`src/rtl/simd_seq_pkg.sv`:
```
package simd_seq_pkg;
  typedef enum logic [1:0] {
    ST_IDLE,
    ST_CMD,
    ST_DATA,
    ST_RESP
  } seq_state_e;
endpackage

```
`src/rtl/simd_seq_ctrl.sv`:
```
module simd_seq_ctrl
  import simd_seq_pkg::*;
#(
  parameter int NBEAT = 4,
  parameter int CNT_W = $clog2(NBEAT)
) (
  input  logic             clk_i,
  input  logic             rst_ni,
  input  logic             req_valid_i,
  input  logic             req_we_i,
  input  logic             req_ddr_i,
  input  logic             cmd_ack_i,
  input  logic             wbeat_ready_i,
  input  logic             rbeat_valid_i,
  output logic             req_ready_o,
  output logic             load_o,
  output logic             we_o,
  output logic             burst_o,
  output logic [CNT_W-1:0] cnt_o,
  output logic             cmd_valid_o,
  output logic             wbeat_valid_o,
  output logic             rcap_o,
  output logic             rsp_valid_o
);
  seq_state_e       state_q;
  logic [CNT_W-1:0] cnt_q;
  logic             we_q, burst_q;
  logic             beat_done, last_beat;

  assign load_o    = req_valid_i && (state_q == ST_IDLE);
  assign last_beat = (cnt_q == CNT_W'(NBEAT - 1));
  assign beat_done = (state_q == ST_DATA) && (we_q ? wbeat_ready_i : rbeat_valid_i);

  always_ff @(posedge clk_i or negedge rst_ni) begin
    if (!rst_ni) begin
      state_q <= ST_IDLE;
      cnt_q   <= '0;
      we_q    <= 1'b0;
      burst_q <= 1'b0;
    end else begin
      case (state_q)
        ST_IDLE: if (load_o) begin
          we_q    <= req_we_i;
          burst_q <= req_ddr_i;
          cnt_q   <= '0;
          state_q <= ST_CMD;
        end
        ST_CMD: if (cmd_ack_i) state_q <= ST_DATA;
        ST_DATA: if (beat_done) begin
          cnt_q <= cnt_q + CNT_W'(1);
          if (last_beat)     state_q <= we_q ? ST_IDLE : ST_RESP;
          else if (!burst_q) state_q <= ST_CMD;  // one command per beat
        end
        default: state_q <= ST_IDLE;
      endcase
    end
  end

  assign req_ready_o   = (state_q == ST_IDLE);
  assign we_o          = we_q;
  assign burst_o       = burst_q;
  assign cnt_o         = cnt_q;
  assign cmd_valid_o   = (state_q == ST_CMD);
  assign wbeat_valid_o = (state_q == ST_DATA) && we_q;
  assign rcap_o        = beat_done && !we_q;
  assign rsp_valid_o   = (state_q == ST_RESP);

  p_busy_after_accept_r7: assert property (@(posedge clk_i) disable iff (!rst_ni)
    req_valid_i && req_ready_o |=> !req_ready_o);
  p_rsp_pulse_r8: assert property (@(posedge clk_i) disable iff (!rst_ni)
    rsp_valid_o |=> !rsp_valid_o && req_ready_o);
  p_cmd_drop_after_ack_r4: assert property (@(posedge clk_i) disable iff (!rst_ni)
    cmd_valid_o && cmd_ack_i |=> !cmd_valid_o);
endmodule

```
`src/rtl/simd_addr_map.sv`:
```
module simd_addr_map #(
  parameter int LADDR_W = 24,
  parameter int CNT_W   = 2,
  parameter int PADDR_W = LADDR_W + 1
) (
  input  logic               clk_i,
  input  logic               rst_ni,
  input  logic               load_i,
  input  logic [LADDR_W-1:0] laddr_i,
  input  logic               burst_i,
  input  logic [CNT_W-1:0]   cnt_i,
  output logic [PADDR_W-1:0] paddr_o
);
  logic [PADDR_W-1:0] base_q;

  // word address -> halfword address
  always_ff @(posedge clk_i or negedge rst_ni) begin
    if (!rst_ni)     base_q <= '0;
    else if (load_i) base_q <= {laddr_i, 1'b0};
  end

  assign paddr_o = burst_i ? base_q : base_q + PADDR_W'(cnt_i);

  p_sdr_step_r3: assert property (@(posedge clk_i) disable iff (!rst_ni)
    !burst_i && $stable(burst_i) && !load_i && cnt_i != '0 && cnt_i != $past(cnt_i)
    |-> paddr_o == $past(paddr_o) + PADDR_W'(1));
endmodule

```
`src/rtl/simd_beat_pack.sv`:
```
module simd_beat_pack #(
  parameter int DATA_W = 64,
  parameter int BEAT_W = 16,
  parameter int NBEAT  = DATA_W / BEAT_W,
  parameter int CNT_W  = $clog2(NBEAT)
) (
  input  logic              clk_i,
  input  logic              rst_ni,
  input  logic              load_i,
  input  logic [DATA_W-1:0] wdata_i,
  input  logic [CNT_W-1:0]  cnt_i,
  input  logic              rcap_i,
  input  logic [BEAT_W-1:0] rbeat_i,
  output logic [BEAT_W-1:0] wbeat_o,
  output logic [DATA_W-1:0] rdata_o
);
  logic [DATA_W-1:0] wbuf_q;
  logic [BEAT_W-1:0] wslice [NBEAT];

  always_ff @(posedge clk_i or negedge rst_ni) begin
    if (!rst_ni)     wbuf_q <= '0;
    else if (load_i) wbuf_q <= wdata_i;
  end

  // beat k carries halfword k, low half of the explicit word first
  for (genvar g = 0; g < NBEAT; g++) begin : g_lane
    logic [BEAT_W-1:0] rlane_q;
    assign wslice[g] = wbuf_q[g*BEAT_W +: BEAT_W];
    always_ff @(posedge clk_i or negedge rst_ni) begin
      if (!rst_ni)                             rlane_q <= '0;
      else if (rcap_i && cnt_i == CNT_W'(g))   rlane_q <= rbeat_i;
    end
    assign rdata_o[g*BEAT_W +: BEAT_W] = rlane_q;
  end

  assign wbeat_o = wslice[cnt_i];

  p_wbuf_hold_r2: assert property (@(posedge clk_i) disable iff (!rst_ni)
    !load_i |=> $stable(wbuf_q));
endmodule

```
`src/rtl/simd_x16_seq.sv`:
```
module simd_x16_seq #(
  parameter int LADDR_W = 24,
  parameter int DATA_W  = 64,
  parameter int BEAT_W  = 16
) (
  input  logic                clk_i,
  input  logic                rst_ni,
  input  logic                req_valid_i,
  output logic                req_ready_o,
  input  logic [LADDR_W-1:0]  req_addr_i,
  input  logic [DATA_W-1:0]   req_wdata_i,
  input  logic                req_we_i,
  input  logic                req_ddr_i,
  output logic                rsp_valid_o,
  output logic [DATA_W-1:0]   rsp_rdata_o,
  output logic                cmd_valid_o,
  input  logic                cmd_ack_i,
  output logic                cmd_we_o,
  output logic                cmd_burst_o,
  output logic [LADDR_W:0]    cmd_addr_o,
  output logic                wbeat_valid_o,
  input  logic                wbeat_ready_i,
  output logic [BEAT_W-1:0]   wbeat_data_o,
  output logic [BEAT_W/8-1:0] wbeat_mask_o,
  input  logic                rbeat_valid_i,
  input  logic [BEAT_W-1:0]   rbeat_data_i
);
  localparam int NBEAT   = DATA_W / BEAT_W;
  localparam int CNT_W   = $clog2(NBEAT);
  localparam int PADDR_W = LADDR_W + 1;
  localparam int MASK_W  = BEAT_W / 8;

  logic             load, rcap;
  logic [CNT_W-1:0] cnt;

  simd_seq_ctrl #(.NBEAT(NBEAT), .CNT_W(CNT_W)) u_ctrl (
    .clk_i, .rst_ni, .req_valid_i, .req_we_i, .req_ddr_i,
    .cmd_ack_i, .wbeat_ready_i, .rbeat_valid_i,
    .req_ready_o, .load_o(load), .we_o(cmd_we_o), .burst_o(cmd_burst_o),
    .cnt_o(cnt), .cmd_valid_o, .wbeat_valid_o, .rcap_o(rcap), .rsp_valid_o
  );

  simd_addr_map #(.LADDR_W(LADDR_W), .CNT_W(CNT_W), .PADDR_W(PADDR_W)) u_amap (
    .clk_i, .rst_ni, .load_i(load), .laddr_i(req_addr_i),
    .burst_i(cmd_burst_o), .cnt_i(cnt), .paddr_o(cmd_addr_o)
  );

  simd_beat_pack #(.DATA_W(DATA_W), .BEAT_W(BEAT_W), .NBEAT(NBEAT), .CNT_W(CNT_W)) u_pack (
    .clk_i, .rst_ni, .load_i(load), .wdata_i(req_wdata_i), .cnt_i(cnt),
    .rcap_i(rcap), .rbeat_i(rbeat_data_i), .wbeat_o(wbeat_data_o), .rdata_o(rsp_rdata_o)
  );

  // full SIMD write: every lane enabled
  assign wbeat_mask_o = wbeat_valid_o ? '0 : {MASK_W{1'b1}};

  p_cmd_hold_r6: assert property (@(posedge clk_i) disable iff (!rst_ni)
    cmd_valid_o && !cmd_ack_i |=> cmd_valid_o && $stable(cmd_addr_o));
  p_base_even_r1: assert property (@(posedge clk_i) disable iff (!rst_ni)
    cmd_valid_o && cmd_burst_o |-> !cmd_addr_o[0]);
  p_no_beat_in_cmd_r3: assert property (@(posedge clk_i) disable iff (!rst_ni)
    cmd_valid_o |-> !wbeat_valid_o && !rsp_valid_o);
endmodule

```
`config.mk`:
```
export PLATFORM = sky130hd
export DESIGN_NAME = simd_x16_seq
export DESIGN_NICKNAME = d
export VERILOG_FILES = /design/src/rtl/simd_seq_pkg.sv /design/src/rtl/simd_seq_ctrl.sv /design/src/rtl/simd_addr_map.sv /design/src/rtl/simd_beat_pack.sv /design/src/rtl/simd_x16_seq.sv
export SDC_FILE = /design/constraint.sdc
export NUM_CORES = 1
export LEC_CHECK = 0
export BUFFER_PORTS_ARGS = -buffer_cell sky130_fd_sc_hd__buf_2
export CAP_MARGIN = 20
export CORE_MARGIN = 2
export CORE_UTILIZATION = 50
export CTS_CLUSTER_SIZE = 14
export DETAILED_ROUTE_END_ITERATION = 10
export GPL_ROUTABILITY_DRIVEN = 0
export HOLD_SLACK_MARGIN = 0.05
export PLACE_DENSITY = 0.79
export SYNTH_ARGS = -nofsm -noshare
export SYNTH_HDL_FRONTEND = slang
export SYNTH_SLANG_ARGS = --single-unit
```
`constraint.sdc`:
```
create_clock -name clk_i -period 2.6 [get_ports clk_i]
set_clock_uncertainty 0.05 [all_clocks]
set_input_delay 0.13 -clock clk_i [delete_from_list [all_inputs] [get_ports clk_i]]
set_output_delay 0.13 -clock clk_i [all_outputs]
set_load 0.03 [all_outputs]
```
==> flow_summary.yaml <==
sta:
  setup_ws_ns: 0.162
  setup_viol: 0
  tns_ns: 0
  grt_setup_unrepaired: "false"
  fmax_ghz: 0.410
  finalCritPeriodShare_pct: 93.8
  hold_viol: 0
  period_minus_slack_ns: 2.44
  slew_headroom_pct: 53.1
  slew_violations: 0
  worstMarginPinSlew_ns: 0.703
clock_tree:
  cts_htree_levels: 4
  cts_tree: "yes"
  clkSinkCount: 158
  root_buffer: "clkbuf_16"
  cts_buffer_depth: 2
  insertion_delay_ns: 0.42
  cts_inserted_buffers: 17
  path_clk_slew_ns: 0.06
finish:
  num_antenna_cells: 0
  final_net_count: 907
  drive_gt1_share_pct: 56.1
  regArea_um2: 3950
  nFillCells: 886
  multi_input_area_um2: 2990
  area_growth_pct: 42.4
yosys:
  synth.avg_cell_area_um2: 15.7
  synthCells: 451
  synth_top_area_share_pct: 55.7
  synth_top_family_by_area: "multiplexers"
  synth_area_um2: 7100
  synth-edff-count: 0
  synthXorXnorAreaFrac_pct: 2.72
  synth_ff_type: "dfrtp_1"
  synth_seq_area_share_pct: 55.7
  ys.warnings.count: 0
  synth_fp_nets: 569
  synth_compound_area_share_pct: 0.829
  yosys-mux-area-fraction_pct: 32.4
  yosysMostFrequentCell: "dfrtp_1"
  synthTopCellsByCount: "dfrtp_1 (158), mux2_2 (117), mux2_4 (40), mux4_2 (16), xnor2_1 (15)"
  async_flop_share_pct: 100
  synthAdderAreaFrac_pct: 1.06
  yosys-top-cells-area: "dfrtp_1 (56%), mux2_2 (19%), mux2_4 (8.5%)"
  synth_simple_gate_area_share_pct: 4.88
  ys_ff_latch: 158
  synthDistinctLibCells: 36
  synth_largest_area_cell: "dfrtp_1"
power_and_ir_drop:
  irDropWorstVdd_mv: 0.691
  power.density_nw_per_um2: 1250
  p_leak_nw: 5.03
global_routing:
  grt.busiest_layer: "met2"
  grt_util_all_layers_pct: 24.8
  grt_max_degree: 77
  antenna_found_initial: 0
  grt_pass1_vias: 5512
  grt_overflow: 0
  use_met1_pct: 28.7
  use_met2_pct: 42.8
  grt_first_pass_wirelength_mm: 28.2
  use_met3_pct: 7.70
die:
  start_util_pct: 51.1
  die_w_um: 123
  die_area_um2: 15200
  die_h_um: 123
  ios: 225
  fp.coreArea_um2: 13900
  rows: 43
critical_path:
  critical_path_class: "reg -> out"
  rr_worst_depth: 4
  rrSetupSlack_ns: 0.64
  cp.required_ns: 2.42
  worstSetupEndpointType: "output port"
  crit_arrival_ns: 2.26
  rr_endpoint: "u_amap.base_q[16]"
  regToRegStartpoint: "u_ctrl.state_q[1]"
  cp_max_fo: 5
  critPathLaunchType: "register"
  cp-startpoint: "u_amap.base_q[1]"
detailed_routing:
  detail_route.wl_per_cell_um: 18.7
  drtPass1Iterations: 5
  drc: 0
  vias: 5085
  wl_mm: 18.4
  vias_per_cell: 5.18
  drtAntennaViolNets: 0
  initialDrtViolationCount: 187
status:
  status: "completed"
min_path:
  holdPathEnd: "u_ctrl.state_q[1]"
  hp-class: "in -> reg"
  min_from: "wbeat_ready_i"
  hold_depth: 4
placed_design:
  portBuffers: 224
  place_hpwl_mm: 11.6
  place_ws_ns: 0.505
flow_run:
  maxCapViolCount: 0
## cells in the final DEF (no fill, tap or decap), drive strengths merged, types with 2 or more instances in the layout
cell type	netlist	routed
clkbuf	1	19
xnor2	15	15
clkinvlp	0	3
clkinv	0	5
mux2	157	157
dlygate4sd3	0	109
inv	6	8
mux4	16	16
a22o	3	3
bufinv	0	3
and2	2	2
nor2	11	11
ha	6	6
nand2	15	15
nand4	4	4
nand3	10	10
buf	21	232
nor3	3	3
nor4	3	3
xor2	7	7
mux2i	2	2
dfrtp	158	158
o21ai	4	4
## registers in the layout, summed over array words and instances (netlist names)
register,flops
u_ctrl.state_q,2
u_pack.wbuf_q,64
u_ctrl.cnt_o,2
u_ctrl.we_o,1
u_amap.base_q,24
u_pack.g_lane.rlane_q,64
u_ctrl.burst_o,1
## timing repair
action	in CTS	in global routing
gates resized for setup	0	1
setup endpoints to repair	0	7
hold buffers	109	0
buffers inserted	0	0
hold endpoints to repair	230	0
## cells by family (layout without fill, tap and decap cells)
kind of cell,Yosys count,after routing
AND/OR/NAND/NOR,53,53
flip-flops,158,158
XOR/XNOR,22,22
adder cells (fa/ha/maj),6,6
buffers and inverters,28,379
AO/OA/AOI/OAI,9,9
multiplexers,175,175
## worst max-delay path, cell delays in order (launching register included)
cell and delay (ns):
dfrtp_1 0.37, ha_1 0.20, ha_1 0.18, nand3b_1 0.25
nor4_4 0.32, nand2_1 0.12, xnor2_1 0.17, buf_2 0.22
## final cells by class
class                           instances  share of cell area [%]
Timing Repair Buffer                  341                    22.8
Tap cell                              180                    2.23
Inverter                                6                   0.223
Multi-Input combinational cell        265                    29.5
Sequential cell                       158                    39.1
Clock inverter                         13                    1.61
Clock buffer                           19                    4.48
## worst max path at each step
| stage | slack, ns | cells past startpoint | to |
|---|---|---|---|
| floorplan | 0.49 | 5 | cmd_addr_o[13] |
| global placement | 0.60 | 7 | cmd_addr_o[19] |
| detailed placement | 0.50 | 7 | cmd_addr_o[23] |
| CTS | 0.04 | 7 | cmd_addr_o[23] |
| global route | 0.01 | 7 | cmd_addr_o[23] |
| finish | 0.16 | 7 | cmd_addr_o[23] |
## where the power goes
part	total [W]	leakage [nW]	switching (W)	internal, W
logic	0.00567	2.77	0.00321	0.00246
registers	0.00440	1.97	0.000832	0.00356
clock network	0.00260	0.296	0.00103	0.00156
total	0.0127	5.03	0.00507	0.00759
## routing by layer
metal	up-vias	part of all wire, %
met3	30	6.4
li1	2295	-
met5	-	0
met1	2591	39
met4	0	2.1
met2	169	53
## metrics by stage
step | total power [W] | util [%] | hold slack (ns) | instance area [µm²] | instances
5_1_grt | 0.0133 | 72.8 | 0.222 | 10100 | 982
4_1_cts | 0.0126 | 72.8 | 0.159 | 10100 | 982
3_5_place_dp | 0.00989 | 60.5 | 0.159 | 8390 | 841
6_report | 0.0127 | 72.8 | 0.168 | 10100 | 982
2_1_floorplan | 0.00830 | - | -0.216 | 7100 | 451
3_3_place_gp | 0.00967 | 60.5 | 0.137 | 8390 | 841
Note: power is estimated with default switching activity, not from simulation.
